`config.mk`:
```
export PLATFORM = sky130hd
export DESIGN_NAME = sysop_trap_gate
export DESIGN_NICKNAME = d
export VERILOG_FILES = /design/src/rtl/sysop_trap_pkg.sv /design/src/rtl/sysop_enc_match.sv /design/src/rtl/sysop_trap_prio.sv /design/src/rtl/sysop_result_reg.sv /design/src/rtl/sysop_trap_gate.sv
export SDC_FILE = /design/constraint.sdc
export NUM_CORES = 1
export LEC_CHECK = 0
export ABC_AREA = 1
export ABC_CLOCK_PERIOD_IN_PS = 2200
export BUFFER_PORTS_ARGS = -buffer_cell sky130_fd_sc_hd__buf_2
export CORE_UTILIZATION = 39
export DETAILED_ROUTE_END_ITERATION = 16
export PLACE_DENSITY = 0.84
export SYNTH_ARGS = -nofsm -noshare
export SYNTH_HDL_FRONTEND = slang
export SYNTH_SLANG_ARGS = --single-unit
export TNS_END_PERCENT = 30
```
`constraint.sdc`:
```
create_clock -name clk -period 2.2 [get_ports clk]
set_clock_uncertainty 0.05 [all_clocks]
set_input_delay 0.33 -clock clk [delete_from_list [all_inputs] [get_ports clk]]
set_output_delay 0.33 -clock clk [all_outputs]
set_load 0.1 [all_outputs]
```
`src/rtl/sysop_trap_pkg.sv`:
```
package sysop_trap_pkg;

    localparam int OUT_W   = 5;
    localparam int CAUSE_W = 2;

    typedef enum logic [1:0] {
        LVL_0 = 2'd0,
        LVL_1 = 2'd1,
        LVL_2 = 2'd2,
        LVL_3 = 2'd3
    } level_e;

    typedef enum logic [OUT_W-1:0] {
        OC_NONE    = 5'b00000,
        OC_NOMATCH = 5'b00001,
        OC_UNDEF   = 5'b00010,
        OC_TRAP64  = 5'b00100,
        OC_TRAP32  = 5'b01000,
        OC_EXEC    = 5'b10000
    } outcome_e;

    typedef enum logic [CAUSE_W-1:0] {
        CS_NONE  = 2'd0,
        CS_CRN   = 2'd1,
        CS_TLB   = 2'd2,
        CS_TLBIS = 2'd3
    } cause_e;

    typedef struct packed {
        logic crn_hit;
        logic tlb;
        logic tlbis;
    } trap_ctl_t;

    typedef struct packed {
        outcome_e outcome;
        cause_e   cause;
        logic     trap;
    } verdict_t;

    function automatic logic is_trap(outcome_e oc);
        return (oc == OC_TRAP64) || (oc == OC_TRAP32);
    endfunction

endpackage

```
`src/rtl/sysop_enc_match.sv`:
```
module sysop_enc_match #(
    parameter int CP_W   = 4,
    parameter int OP1_W  = 3,
    parameter int CRN_W  = 4,
    parameter int CRM_W  = 4,
    parameter int OP2_W  = 3,
    parameter logic [CP_W-1:0]  M_CP  = 4'b1111,
    parameter logic [OP1_W-1:0] M_OP1 = 3'b000,
    parameter logic [CRN_W-1:0] M_CRN = 4'b1000,
    parameter logic [CRM_W-1:0] M_CRM = 4'b0011,
    parameter logic [OP2_W-1:0] M_OP2 = 3'b101
) (
    input  logic [CP_W-1:0]  cp,
    input  logic [OP1_W-1:0] op1,
    input  logic [CRN_W-1:0] crn,
    input  logic [CRM_W-1:0] crm,
    input  logic [OP2_W-1:0] op2,
    output logic             hit
);
    localparam int NFIELD = 5;

    logic [NFIELD-1:0] field_eq;

    always_comb begin
        field_eq[0] = (cp  == M_CP);
        field_eq[1] = (op1 == M_OP1);
        field_eq[2] = (crn == M_CRN);
        field_eq[3] = (crm == M_CRM);
        field_eq[4] = (op2 == M_OP2);
    end

    assign hit = &field_eq;
endmodule

```
`src/rtl/sysop_trap_prio.sv`:
```
module sysop_trap_prio
    import sysop_trap_pkg::*;
(
    input  trap_ctl_t ctl,
    output logic      trap,
    output cause_e    cause
);
    always_comb begin
        if (ctl.crn_hit) begin
            cause = CS_CRN;
        end else if (ctl.tlb) begin
            cause = CS_TLB;
        end else if (ctl.tlbis) begin
            cause = CS_TLBIS;
        end else begin
            cause = CS_NONE;
        end
        trap = (cause != CS_NONE);
    end
endmodule

```
`src/rtl/sysop_result_reg.sv`:
```
module sysop_result_reg
    import sysop_trap_pkg::*;
#(
    parameter int               EC_W    = 6,
    parameter logic [EC_W-1:0]  TRAP_EC = 6'h03
) (
    input  logic            clk,
    input  logic            rst,
    input  logic            take,
    input  verdict_t        vin,
    output logic            q_valid,
    output outcome_e        q_outcome,
    output logic [EC_W-1:0] q_class,
    output cause_e          q_cause
);
    always_ff @(posedge clk) begin
        if (rst || !take) begin
            q_valid   <= 1'b0;
            q_outcome <= OC_NONE;
            q_class   <= '0;
            q_cause   <= CS_NONE;
        end else begin
            q_valid   <= 1'b1;
            q_outcome <= vin.outcome;
            q_class   <= vin.trap ? TRAP_EC : '0;
            q_cause   <= vin.cause;
        end
    end
endmodule

```
`src/rtl/sysop_trap_gate.sv`:
```
module sysop_trap_gate
    import sysop_trap_pkg::*;
#(
    parameter int CP_W  = 4,
    parameter int OP1_W = 3,
    parameter int CRN_W = 4,
    parameter int CRM_W = 4,
    parameter int OP2_W = 3,
    parameter int EC_W  = 6,
    parameter logic [EC_W-1:0] TRAP_EC = 6'h03,
    localparam int MASK_W = 1 << CRN_W
) (
    input  logic               clk,
    input  logic               rst,
    input  logic               req_valid,
    input  logic [CP_W-1:0]    enc_cp,
    input  logic [OP1_W-1:0]   enc_op1,
    input  logic [CRN_W-1:0]   enc_crn,
    input  logic [CRM_W-1:0]   enc_crm,
    input  logic [OP2_W-1:0]   enc_op2,
    input  logic [1:0]         cur_el,
    input  logic               el2_on,
    input  logic               el2_aa32,
    input  logic [MASK_W-1:0]  a64_crn_mask,
    input  logic               a64_tlb_trap,
    input  logic               a64_tlbis_trap,
    input  logic [MASK_W-1:0]  a32_crn_mask,
    input  logic               a32_tlb_trap,
    input  logic               a32_tlbis_trap,
    output logic               res_valid,
    output logic [OUT_W-1:0]   res_outcome,
    output logic [EC_W-1:0]    res_class,
    output logic [CAUSE_W-1:0] res_cause
);
    logic       enc_hit;
    trap_ctl_t  bank_ctl;
    logic       bank_trap;
    cause_e     bank_cause;
    verdict_t   verdict;
    outcome_e   q_outcome;
    cause_e     q_cause;
    level_e     lvl;

    sysop_enc_match #(
        .CP_W(CP_W), .OP1_W(OP1_W), .CRN_W(CRN_W),
        .CRM_W(CRM_W), .OP2_W(OP2_W)
    ) u_match (
        .cp  (enc_cp),
        .op1 (enc_op1),
        .crn (enc_crn),
        .crm (enc_crm),
        .op2 (enc_op2),
        .hit (enc_hit)
    );

    // The hypervisor state selects which control bank is looked at.
    always_comb begin
        if (el2_aa32) begin
            bank_ctl.crn_hit = a32_crn_mask[enc_crn];
            bank_ctl.tlb     = a32_tlb_trap;
            bank_ctl.tlbis   = a32_tlbis_trap;
        end else begin
            bank_ctl.crn_hit = a64_crn_mask[enc_crn];
            bank_ctl.tlb     = a64_tlb_trap;
            bank_ctl.tlbis   = a64_tlbis_trap;
        end
    end

    sysop_trap_prio u_prio (
        .ctl   (bank_ctl),
        .trap  (bank_trap),
        .cause (bank_cause)
    );

    assign lvl = level_e'(cur_el);

    always_comb begin
        verdict.cause = CS_NONE;
        if (!enc_hit) begin
            verdict.outcome = OC_NOMATCH;
        end else begin
            unique case (lvl)
                LVL_0: verdict.outcome = OC_UNDEF;
                LVL_1: begin
                    if (el2_on && bank_trap) begin
                        verdict.outcome = el2_aa32 ? OC_TRAP32 : OC_TRAP64;
                        verdict.cause   = bank_cause;
                    end else begin
                        verdict.outcome = OC_EXEC;
                    end
                end
                default: verdict.outcome = OC_EXEC;
            endcase
        end
        verdict.trap = is_trap(verdict.outcome);
    end

    sysop_result_reg #(
        .EC_W(EC_W), .TRAP_EC(TRAP_EC)
    ) u_out (
        .clk       (clk),
        .rst       (rst),
        .take      (req_valid),
        .vin       (verdict),
        .q_valid   (res_valid),
        .q_outcome (q_outcome),
        .q_class   (res_class),
        .q_cause   (q_cause)
    );

    assign res_outcome = q_outcome;
    assign res_cause   = q_cause;
endmodule

```
# ---- Yosys cells after proc, flatten, opt, wreduce, memory -nomap -nowiden
# Cells that the tools add are included.
dict set report classes {
  reduce_logical 9
  magnitude_cmp 1
  muxes 14
  bitwise 3
  eq_ne 7
}
# op n
set ops {}
lappend ops {{$mux W5} 2}
lappend ops {{$pmux W5 S2} 1}
lappend ops {{$bmux W1 S4} 2}
lappend ops {{$eq A4 B4 Y1 const B} 2}
lappend ops {{$mux W2} 4}
lappend ops {{$eq A5 B3 Y1 const B} 1}
lappend ops {{$eq A5 B4 Y1 const B} 1}
lappend ops {{$lt A4 B5 Y1 const B} 1}
lappend ops {{$reduce_and A5 Y1} 1}
lappend ops {{$eq A4 B2 Y1 const B} 1}
lappend ops {{$mux W4} 1}
lappend ops {{$reduce_or A4 Y1} 1}
lappend ops {{$eq A3 B3 Y1 const B} 1}
lappend ops {{$logic_not A3 Y1} 1}
lappend ops {{$mux W1} 3}
lappend ops {{$mux W3} 1}
lappend ops {{$not A1 Y1} 3}
lappend ops {{$eq A2 B1 Y1 const B} 1}
lappend ops {{$logic_not A2 Y1} 1}
lappend ops {{$logic_or A1 B1 Y1} 2}
lappend ops {{$reduce_bool A2 Y1} 1}
lappend ops {{$logic_and A1 B1 Y1} 1}
lappend ops {{$logic_not A1 Y1} 1}
dict set report word_totals {
  inputBits 61
  ff_bits 14
}

# ---- Depth between registers and ports, before layout
dict set report depth {
  depth_word 14
  ltp_mapped 13
  mapped_depth_nobuf 11
}

# ---- By module
# Synthesis repeated with hierarchy kept, for this count alone.
dict set report hier_totals {
  cells_unflattened 158
  area_unflattened_um2 862.1
}
# mod cells_each area_per_inst_um2 instances
set modules_own_cells {}
lappend modules_own_cells {sysop_trap_gate 98 457.9 1}
lappend modules_own_cells {sysop_result_reg 34 300.3 1}
lappend modules_own_cells {sysop_enc_match 19 75.1 1}
lappend modules_own_cells {sysop_trap_prio 7 28.8 1}

# ---- Worst setup path after synthesis
# No wires, ideal clock.
dict set report synth_path {
  path_type {flip-flop to output port}
  from {reg u_out.q_class[0] (netlist name)}
  to {out res_class[1]}
  stages_incl_launch_ff 2
  slack_ns 0.464
  path_buffers 1
  t_arrival_ns 1.356
  path_cell_list {dfxtp_1 -> buf_4}
}
# element line
set synth_lines {}
lappend synth_lines {{end: declaration} sysop_trap_gate.sv:32} ;# output logic [EC_W-1:0] res_class,

# ---- Worst setup path after layout
dict set report layout_path {
  from {in enc_crn[0]}
  to {reg u_out.q_cause[0]}
}
dict set report layout_via {
  elab_chain_cells 8
  word_cells_on_any_way 13
}
# element line
set layout_lines {}
lappend layout_lines {{start: declaration} sysop_trap_gate.sv:18} ;# input logic [CRN_W-1:0] enc_crn,
lappend layout_lines {{$bmux W1 S4 (on tied branches)} {sysop_trap_gate.sv:63, sysop_trap_gate.sv:59}}
lappend layout_lines {{$mux W1 (on tied branches)} {sysop_trap_gate.sv:63, sysop_trap_gate.sv:59}}
lappend layout_lines {{$mux W3} sysop_trap_gate.sv:58} ;# if (el2_aa32) begin
lappend layout_lines {{$mux W2} sysop_trap_prio.sv:9} ;# if (ctl.crn_hit) begin
lappend layout_lines {{$reduce_bool A2 Y1} sysop_trap_prio.sv:18} ;# trap = (cause != CS_NONE);
lappend layout_lines {{$logic_and A1 B1 Y1} sysop_trap_gate.sv:85} ;# if (el2_on && bank_trap) begin
lappend layout_lines {{$not A1 Y1 (no line)} -}
lappend layout_lines {{$reduce_or A4 Y1 (no line)} -}
lappend layout_lines {{end signal: assignment} sysop_result_reg.sv:26} ;# q_cause <= vin.cause;
lappend layout_lines {{end: declaration} sysop_result_reg.sv:14} ;# output cause_e q_cause
# Several ways; a longest one is shown, not always the timed one. The select of a mux whose other input is x is not followed.
# A chain may end at the register's enable or synchronous reset.

==> run metrics <==
area grow syn2layout 41.5%; max-cap check violation count 0; Post-Place Setup Slack 569 ps; DRT antenna net count 0; crit path time final 1380 ps; crit path capture type flop; drt pass-1 iters 4; largest net degree at the start of global routing 18; status complete, no violations; critical path type in2reg; Slowest-stage cell, CP buf_2; area of the multi-input gates 493 sq um; Port Buf Inserts 70; peak supply drop 0.435 mV; chip width 47.5 um; CP Max Fanout 17; Power Density 414 mW/mm^2; drt wl/cell 9.60 um; Worst path max stage delay 300 ps; Post-Route WL 2.11 mm; Worst-path clk slew 60 ps; fin worst setup slack 821 ps; Primary FF master, synth dfxtp_1; Overall Global Routing Usage 19.3%; Cell Int Power 0.000303 W; CP Cell Sequence buf_2 -> inv_8 -> nand2_1 -> nand3_1 -> nand3_1 -> nand2_1 -> nand2_1 -> nand3_1 -> nand2_2 -> o21a_1 -> nor2_1; Async S/R FF share, synth 0%; Yosys top cell area share 22.4%; Yosys reg bits 9; GRT overflow 0; most frequent cell after synthesis nand2_1; CP delay by family, top simple AND/OR/NAND/NOR gates; Antenna Cells 0; Cells after Synth 125; Core Box Area 0.00194 sq mm; # hold bufs at CTS 0; register area share after synthesis 22.4%; type of the tightest min-delay check in2reg; Final setup violation count 0; Post-synth EDFFs 0; Fillers 211; layout cell share with drive strength beyond 1 44.0%; fmax 0.725 GHz; Tcrit/Tclk final 62.7%; leakage power total 0.676 nW; Setup TNS 0 ps; starting density of the core 41.5%; CTS tree yes; post-CTS setup buffers 0; Iter 0 DRT Violations 19; floorplan row count 16; leading area contributor after synthesis dfxtp_1; Num CTS Buffers 3; Cell Count, Final, Fillers Out 220; Die ar. 0.00225 sq mm; vias in the first global route 861; register area 180 sq um; detailed-route DRC error count 0; synthesis warning total 0; Gate power share 38.9%; detailed placement HPWL 1.79 mm; clock root cell clkbuf_4; final RePlAce weighted congestion 0.797; share of power burned in registers 35.0%; CP Buf/Inv Count 2; Vias/cell 4.65; Required @ worst endpoint 2300 ps; first-pass GRT wire length 3.19 mm; initial antenna violation count 0; placed cells 216; top cells by count, synth nand2_1, nand3_1, inv_1; max-slew violation count 0; fin nets 255; worst hold slack 189 ps; Switching Fraction 35.9%; clock sinks 9; die height 47.5 um; cts repair resizes 0; synthesized cell area 806 sq um; Clock Power Share 26.1%; critical path arrival 1480 ps; Worst setup SP type input port; synth unique cells 26; RSZ-0062 raised after global routing no; NetSw 0.000170 W; I/O pins 75; Vias 1023; Avg Cell Area, Syn 6.45 sq um; final hold viol count 0; Max clock buf depth 2; CTS H-Tree Depth 1; Area contributors post-synth dfxtp_1, nand2_1, nand3_1, buf_4, inv_1
## power groups by stage
stage	Clock [W]	Combinational [W]	Sequential [W]
2_1_floorplan	0	0.000113	0.000183
6_report	0.000123	0.000184	0.000165
3_5_place_dp	0	0.000183	0.000169
3_3_place_gp	0	0.000178	0.000169
5_1_grt	0.000135	0.000203	0.000166
4_1_cts	0.000126	0.000184	0.000166
## cell usage in the layout, fill, tap and decap left out, types with 2 or more instances in the layout
master     n
nor4_1     2
nand2_1   41
nor2_1     4
nand4_1    2
nand3_2    2
inv_1     12
buf_2     70
clkbuf_4   3
dfxtp_1    9
nand3_1   26
nand2_2    4
conb_1     4
## sequential cells by signal, indices dropped and copies added (netlist names)
register,flops
u_out.q_cause,2
u_out.q_valid,1
u_out.q_class,1
u_out.q_outcome,5
## metal layers
metal | global-route usage, % | wire, um | vias to the layer above
met4 | 4.57 | 21 | 0
met3 | 5.66 | 175 | 4
met5 | 0 | 0 | -
met2 | 33.4 | 1110 | 44
met1 | 23.4 | 801 | 441
li1 | - | - | 534
## kinds of logic (layout without fill, tap and decap cells)
kind of cell / Yosys count / after routing / synth area share (%)
AOI/OAI and AO/OA: 5 / 5 / 3.57
buffers and inverters: 22 / 87 / 17.9
DFF: 9 / 9 / 22.4
muxes: 1 / 1 / 1.24
other: 1 / 4 / 0.465
and+or+nand+nor: 87 / 87 / 54.5
## area by class of cell
type / count / share of cell area (%)
Sequential cell: 9 / 15.8
Multi-Input combinational cell: 97 / 43.2
Timing Repair Buffer: 70 / 30.7
Tap cell: 27 / 2.96
Clock buffer: 4 / 2.31
Inverter: 13 / 4.94
## final timing paths
kind              cells after the start  slack [ps]        from                          end
setup / recovery                     11         820  enc_crn[0]  u_out.q_cause[0]$_SDFF_PP0_
hold / removal                        2         190         rst        u_out.q_valid$_DFF_P_
## metrics by stage
| stage | area (sq um) | power [W] | utilization (%) |
|---|---|---|---|
| floorplan | 817 | 0.000296 | - |
| global placement | 1110 | 0.000347 | 57.3 |
| detailed placement | 1110 | 0.000352 | 57.3 |
| CTS | 1140 | 0.000476 | 58.7 |
| global route | 1140 | 0.000504 | 58.7 |
| finish | 1140 | 0.000472 | 58.7 |
(Power assumes the default switching activity.)
